--- src/rtl/cas_frame_classifier.sv ---
module cas_frame_classifier #(
  parameter int          ALG_W    = 3,
  parameter int          MIN_WIDE = 2,
  parameter logic [2:0]  CODE_32K = 3'b000,
  parameter logic [2:0]  CODE_24K = 3'b111,
  parameter logic [2:0]  CODE_16K = 3'b101
) (
  input  logic             clk,
  input  logic             rst_n,
  input  logic             fsync,
  input  logic [ALG_W-1:0] cfg_alg,
  output logic [ALG_W-1:0] eff_alg,
  output logic             sig_frame
);
  localparam int CNT_W = $clog2(MIN_WIDE + 1);
  localparam logic [CNT_W-1:0] CNT_MAX = CNT_W'(MIN_WIDE);
  localparam logic [CNT_W-1:0] CNT_ARM = CNT_W'(MIN_WIDE - 1);

  logic             fs_q;
  logic [CNT_W-1:0] hi_cnt;
  logic [ALG_W-1:0] cfg_q;
  logic [ALG_W-1:0] cfg_norm;
  logic             pulse_start;

  assign pulse_start = fsync && !fs_q;

  always_ff @(posedge clk) begin
    if (!rst_n) begin
      fs_q      <= 1'b0;
      hi_cnt    <= '0;
      cfg_q     <= CODE_32K;
      sig_frame <= 1'b0;
    end else begin
      fs_q <= fsync;
      if (pulse_start) begin
        hi_cnt    <= CNT_W'(1);
        cfg_q     <= cfg_alg;
        sig_frame <= (MIN_WIDE <= 1);
      end else if (fsync) begin
        if (hi_cnt != CNT_MAX) hi_cnt <= hi_cnt + 1'b1;
        if (hi_cnt >= CNT_ARM) sig_frame <= 1'b1;
      end
    end
  end

  assign cfg_norm = (cfg_q == CODE_24K || cfg_q == CODE_16K) ? cfg_q : CODE_32K;
  assign eff_alg  = (sig_frame && cfg_norm == CODE_32K) ? CODE_24K : cfg_norm;
endmodule

--- config.mk ---
export PLATFORM = sky130hd
export DESIGN_NAME = cas_frame_classifier
export DESIGN_NICKNAME = d
export VERILOG_FILES = /design/src/rtl/cas_frame_classifier.sv
export SDC_FILE = /design/constraint.sdc
export NUM_CORES = 1
export LEC_CHECK = 0
export ABC_CLOCK_PERIOD_IN_PS = 2960
export BUFFER_PORTS_ARGS = -buffer_cell sky130_fd_sc_hd__buf_4
export CAP_MARGIN = 0
export CORE_AREA = 5 5 42 44
export DETAILED_ROUTE_END_ITERATION = 7
export DIE_AREA = 0 0 47 49
export GPL_TIMING_DRIVEN = 0
export PLACE_DENSITY_LB_ADDON = 0.12
export RECOVER_POWER = 100
export SYNTH_ARGS = -nofsm -noshare
export SYNTH_HDL_FRONTEND = slang
export SYNTH_SLANG_ARGS = --single-unit
--- constraint.sdc ---
create_clock -name clk -period 2.96 [get_ports clk]
set_clock_uncertainty 0.1 [all_clocks]
set_input_delay 0.444 -clock clk [delete_from_list [all_inputs] [get_ports clk]]
set_output_delay 0.444 -clock clk [all_outputs]
set_load 0.02 [all_outputs]
## Yosys cells after proc, flatten, opt, wreduce, memory -nomap -nowiden

Cells that the tools add are included.
Widths: inputs -> output; s select.

| word-level totals | value |
|---|---|
| output and inout bits | 4 |
| word-level logic and storage cells | 27 |
| bits of input ports | 6 |
| flip-flop bits (word level) | 7 |

| cells by class | value |
|---|---|
| bitwise logic cells | 1 |
| muxes and demuxes | 5 |
| add/sub/neg operators | 1 |
| order comparisons | 1 |
| equal/unequal tests | 3 |
| reductions and logical operators | 11 |

Operators by type and width:

| operator | number |
|---|---|
| $eq 3x3->1 const B | 2 |
| $mux 3 | 2 |
| $reduce_and 2->1 | 3 |
| $reduce_bool 2->1 | 2 |
| $logic_not 3->1 | 1 |
| $mux 1 | 3 |
| $add 2x1->2 const B | 1 |
| $ge 2x1->1 const B | 1 |
| $logic_and 1x1->1 | 2 |
| $ne 2x2->1 const B | 1 |
| $reduce_or 2->1 | 1 |
| $logic_not 1->1 | 1 |
| $logic_or 1x1->1 | 1 |
| $not 1->1 | 1 |

## Logic depth before layout (Yosys ltp)

Gate-level depths: netlist (run 1).

| logic depth | value |
|---|---|
| depth in word-level cells | 6 |
| gate-level depth with buffers | 5 |

## Least setup slack after synthesis (run 1)

OpenSTA, ideal clock, no wires.

| timing path | value |
|---|---|
| path kind | register to output |
| from | reg cfg_q[2] |
| to | out eff_alg[1] |
| data arrival time | 769 ps |
| buffers on the path | 0 |
| cell stages (with the launch flop) | 3 |
| required time | 2416 ps |
| path slack | 1647 ps |
| cells stage by stage | dfxtp_1 nand2_1 mux2_2 |

| on the way | value |
|---|---|
| longest elaborated chain between the ends | 6 |
| elaborated cells on any way between the ends | 7 |
| classes of those cells | eq/ne: 2; mux: 2; reduce/logical: 3 |

Ends and longest elaborated chain:

| element | RTL line | text |
|---|---|---|
| from (decl) | 21 | `logic [ALG_W-1:0] cfg_q;` |
| from (signal assigned) | 37 | `cfg_q <= cfg_alg;` |
| $eq 3x3->1 | 46 | `assign cfg_norm = (cfg_q == CODE_24K \|\| cfg_q == CODE_16K) ? cfg_q : CODE_32K;` |
| $logic_or 1x1->1 | 46 |  |
| $mux 3 * | 46 |  |
| $logic_not 3->1 | 47 | `assign eff_alg = (sig_frame && cfg_norm == CODE_32K) ? CODE_24K : cfg_norm;` |
| $logic_and 1x1->1 | 47 |  |
| $mux 3 * | 47 |  |
| to (decl) | 12 | `output logic [ALG_W-1:0] eff_alg,` |

Mark *: on every way between the ends. The rest lies on a longest branch, timed or not.

## Worst setup path in the final report (run 1)

Ends and elaborated chain as after synthesis.

==> results.md, run 1 <==
* Crit path capture type: output port
* Syn Nets at between 40 and 50
* Post-DP Area at around 420 sq um
* Reg2Reg Launch Point: hi_cnt[0]
* Hold Vio Cnt, Final at 0
* Worst EP arrival at around 1.2 ns
* Yosys warns at 0
* Root Driver: clkbuf_4
* Vias in the first global route at 250
* DR WL/cell at ~11 um
* Worst Setup SP: cfg_q[2]
* PortBufs at 9
* Status: finished, final reports clean
* Worst slew pin tran at 0.444 ns
* All-Layer GR Usage at under 10%
* Clk pin slew, worst setup/hold paths at approximately 0.05 ns
* Largest fanout on the critical path at 3
* GR Overflow Total at 0
* Post-synth top area cell: dfxtp_1
* Combinational share of power at 13.1%
* Sw Share at between 20% and 30%
* Mapped Cells at 34
* Post-synth ARST share at 0%
* First-pass GRT wire length at ~1100 um
* Post-Route Setup TNS at 0 ns
* CTS tree: yes
* Min Tclk post-route at roughly 1.7 ns
* Vias at around 270
* Initial Util at between 20% and 30%
* Slew Limit Fails at 0
* Avg Cell Area, Syn at 9.83 sq um
* Final period util at about 58%
* Top cells by area, synth: dfxtp_1 (42%), mux2i_1 (9.0%), ha_1 (7.5%)
* Ant diodes at 0
* DRT Wirelength at ~670 um
* Largest net degree at the start of global routing at 9
* DRC at 0
* I/O pin cnt at 10
* Layout area overhead at 25.1%
* Via density at 4.33
* Pre-antenna DRT Iters at 1
* Synth Flop Type: dfxtp_1
* Count leader, synth: dfxtp_1
* Area of the multi-input gates at 171 sq um
* # fillers at between 150 and 200
* # hold bufs at CTS at 0
* Post-CTS setup buffers at 0
* Critical path required time at 2.42 ns
* Routed Antenna Nets at 0
* Die ar. at approximately 2300 sq um
* Detailed router's first-iteration violation count at 0
* PD cells at 521 nW/um^2
* Worst skew pair latency at around 0.25 ns
* Leakage at approximately 0.18 nW
* # nets final at 56
* Core Util, Final at 29.8%
* Post-synthesis cell type count at 16
* CTS Buf Count at 3
* Int Power at ~160 uW
* Final setup violating endpoints at 0
* Total core area at 1400 sq um
* Resize count post-CTS at 0
* Die width at ~47 um
* Sw power at around 53 uW
* Startpoint Class: register
* Initial antenna violation count at 0
* Routability congestion estimate at around 0.66
* H-tree levels at 1
* Top-area cell type share of the netlist area at 41.9%
* Fraction of final layout cells with drive strength greater than 1 at around a fifth
* Number of synthesized flops with an enable pin at 0
* Slew Limit Headroom at between 70 and 80%
* Sequential power share at a little under half
* Max Buffers Root-to-Sink at 2
* Most frequent cells after synthesis: dfxtp_1 (7), nand2_1 (5), inv_1 (3), mux2i_1 (3), nor2b_1 (3)
* Row Count at 14
* Die height at roughly 50 um
* Max Clock Freq at 0.578 GHz
* Hold Crit Class: in -> reg
* Clock Power Share at 39.7%
* Hold_sp: fsync
* Register area share after synthesis at 41.9%
* Synth Cell Area at 334 sq um
* Maximum vdd drop at around 200 uV
* #FFs+latches synth at 7
* Clock sinks at 7
* DP HPWL at roughly 550 um
* Post-route cell area at roughly 420 sq um
* CP Class: reg -> out
* RSZ-0062 raised after global routing: false
* Storage cell area at around 140 sq um
* Max Cap Viol at 0
critical path, cell delays in order (launching register included):
cell      delay, ns
dfxtp_1        0.31
nand2_1        0.12
mux2_2         0.35
clkbuf_1       0.17
logic make-up after synthesis:
logic type,count (synthesis),share of synthesized area (%)
multiplexers,4,12.4
AO/OA/AOI/OAI,4,8.99
flip-flops,7,41.9
adder cells (fa/ha/maj),2,7.49
AND/OR/NAND/NOR,14,25.8
buffers and inverters,3,3.37
sequential cells by signal, summed over array words and instances, names as in the netlist:
signal     flops
hi_cnt         2
fs_q           1
sig_frame      1
cfg_q          3
per-stage QoR:
step	cells	setup slack, ns	total power, mW	hold slack (ns)
3_5_place_dp	59	1.50	0.139	0.381
6_report	63	1.23	0.218	0.350
5_1_grt	63	1.16	0.233	0.342
2_1_floorplan	34	1.65	0.124	0.341
3_3_place_gp	59	1.52	0.137	0.350
4_1_cts	63	1.22	0.228	0.345
placed cells by master, fill, tap and decap left out:
cell and instances:
mux2i_1 3, nor2b_1 4, ha_1 2, a21boi_0 2
nor3b_1 1, dfxtp_1 7, clkbuf_4 3, and2_2 1
nand2_1 5, mux2_2 1, inv_1 3, a21oi_1 1
nand3b_1 1, clkbuf_1 6, nand2b_1 2, buf_4 4
o22ai_1 1
final cells by class:
| cell class | count | area share, % |
|---|---|---|
| Multi-Input combinational cell | 24 | 41.0 |
| Sequential cell | 7 | 33.5 |
| Timing Repair Buffer | 9 | 11.7 |
| Clock buffer | 4 | 6.29 |
| Tap cell | 16 | 4.79 |
| Inverter | 3 | 2.69 |
routing by layer:
layer  share of wire [%]  wire length, um  track usage, %
met3                 4.9               33            3.32
met5                   0                0               0
met4                 1.2                8            6.91
met1                  39              264            7.51
met2                  54              363            10.2
power by group through the flow:
stage	Sequential, mW	Combinational (mW)	Clock [mW]
2_1_floorplan	0.105	0.0190	0
3_3_place_gp	0.105	0.0321	0
3_5_place_dp	0.105	0.0334	0
4_1_cts	0.103	0.0334	0.0910
5_1_grt	0.103	0.0326	0.0970
6_report	0.103	0.0286	0.0865
worst paths after layout:
kind	end	slack, ns	cells past startpoint
worst max register to register	hi_cnt[0]	1.67	5
worst max-delay path	eff_alg[1]	1.23	3
worst min-delay path	fs_q	0.35	2
worst min register to register	hi_cnt[0]	0.38	2
(Power assumes the default switching activity.)
==> run 2: changes to the inputs <==
ABC_CLOCK_PERIOD_IN_PS = 1500   (was 2960)
clock period = 1.5 ns   (was 2.96 ns; I/O delays follow)
==> results.md, run 2 (synthesized netlist as in run 1, its figures left out) <==
* Status: finished, final reports clean
* Post-DP Area at around 420 sq um
* Die ar. at 2300 sq um
* Final setup violating endpoints at 0
* Max Clock Freq at ~0.70 GHz
* Final std cells w/o fill at 65
* Slew Limit Fails at 0
* Critical path required time at between 1 and 1.5 ns
* Leakage at 0.199 nW
* Die width at about 47 um
* Vias at 287
* DRT Wirelength at ~700 um
* Biggest regs: cfg_q x3, hi_cnt x2
* Worst EP arrival at about 1.1 ns
* Row Count at 14
* Layout area overhead at 33.3%
* DRC at 0
* Final WS setup at 0.0651 ns
* R2r setup slk at approximately 0.21 ns
* Routed Antenna Nets at 0
* Worst hold margin at between 0.1 and 0.15 ns
* Vias in the first global route at between 200 and 300
* I/O pin cnt at 10
* Clock sinks at 7
* Commonest non-fill, non-tap cell in the layout: buf_4
* Largest net degree at the start of global routing at 9
* PD cells at ~980 nW/um^2
* DP HPWL at around 550 um
* Largest fanout on the critical path at 3
* Routability congestion estimate at between 0.6 and 0.7
* CTS tree: yes
* Root Driver: clkbuf_4
* Post-route cell area at between 400 and 500 sq um
* Total core area at roughly 1400 sq um
* Clk pin slew, worst setup/hold paths at approximately 0.05 ns
* Via density at ~4.4
* RSZ-0062 raised after global routing: false
* Worst skew pair latency at between 0.2 and 0.3 ns
* M3 GR Usage at under 10%
* Largest reg by FF count: cfg_q
* # hold bufs at CTS at 0
* Ant diodes at 0
* Initial antenna violation count at 0
* Die height at ~50 um
* Hold Crit Class: in -> reg
* Met1 usage at under 10%
* Crit-path cells: nand2_2, mux2_4, buf_4
* Dpl cells at roughly 60
* Most used routing layer: met2
* Initial Util at 23.8%
* Fraction of final layout cells with drive strength greater than 1 at 30.6%
* PortBufs at 9
* Worst slew pin tran at 0.442 ns
* Pre-antenna DRT Iters at 1
* All-Layer GR Usage at approximately 7.3%
* # nets final at 58
* Maximum vdd drop at between 300 and 400 uV
* CP max stage delay at between 0.3 and 0.4 ns
* CP Class: reg -> out
* Core Util, Final at 31.8%
* Leading cell types in the layout, fill and taps excluded: buf_4 (7), dfxtp_1 (5), clkbuf_1 (5), nand2_1 (4), nor2b_1 (4)
* CTS Buf Count at 3
* Hold Vio Cnt, Final at 0
* Slew Limit Headroom at a little over two thirds
* Startpoint Class: register
* Crit path capture type: output port
* Max Buffers Root-to-Sink at 2
* DR WL/cell at approximately 11 um
* Grt met2 use at a little over a tenth
* H-tree levels at 1
* GR Overflow Total at 0
* Worst Path Buf+Inv at 1
* Min Tclk post-route at around 1.4 ns
* CP delay by family, top: flip-flops
* Slowest stage cell, crit path: dfxtp_2
* First-pass GRT wire length at between 1000 and 1500 um
* Place WS at 0.256 ns
* Final period util at a little over nine tenths
* Detailed router's first-iteration violation count at 0
* Post-Route Setup TNS at 0 ns
* Max reg flops at 3
* Max Cap Viol at 0
* Total power at between 400 and 500 uW
==> run 2: cell types whose count changed in the layout (fill, tap and decap cells not counted), sizes merged <==
cell,change
clkbuf,-1
buf,+3
==> run 2: layout make-up <==
class,instances,area (sq um)
well taps,16,20.0
clock buffers,4,26.3
fillers,167,956
flip-flops and latches,7,143
repair buffers,11,67.6
multi-input cells,24,178
inverters,3,11.3
==> run 2: worst register-to-register path, delay by kind of cell, from the launching register on <==
family          cells  cell delay, ns
simple gates        1            0.09
buf+inv             1            0.07
fa+ha+maj           1            0.21
flops               1            0.33
compound gates      2            0.42
==> run 2: what timing repair did <==
item | in CTS | in global routing
endpoints found under the hold margin | 0 | 0
setup endpoints to repair | 1 | 1
resized for setup | 1 | 3
cloned | 0 | 0
pin swaps | 0 | 1
buffers inserted | 0 | 2
==> run 2: where the power goes <==
part,leakage [nW],internal [mW],switching (mW)
Combinational,0.126,0.0295,0.0299
Clock,0.0150,0.102,0.0713
Sequential,0.0583,0.197,0.00701
==> run 2: layer usage <==
metal / vias up / wire length [um]
met5: - / 0
met4: 0 / 20
met3: 4 / 34
met2: 7 / 365
met1: 135 / 271
li1: 141 / -
==> run 2: final timing paths <==
| check | to | depth (start not counted) | start |
|---|---|---|---|
| worst max-delay path | eff_alg[1] | 3 | cfg_q[0] |
| worst min-delay path | fs_q | 2 | fsync |
| worst max register to register | hi_cnt[0] | 5 | hi_cnt[0] |
| worst min register to register | hi_cnt[0] | 2 | hi_cnt[0] |
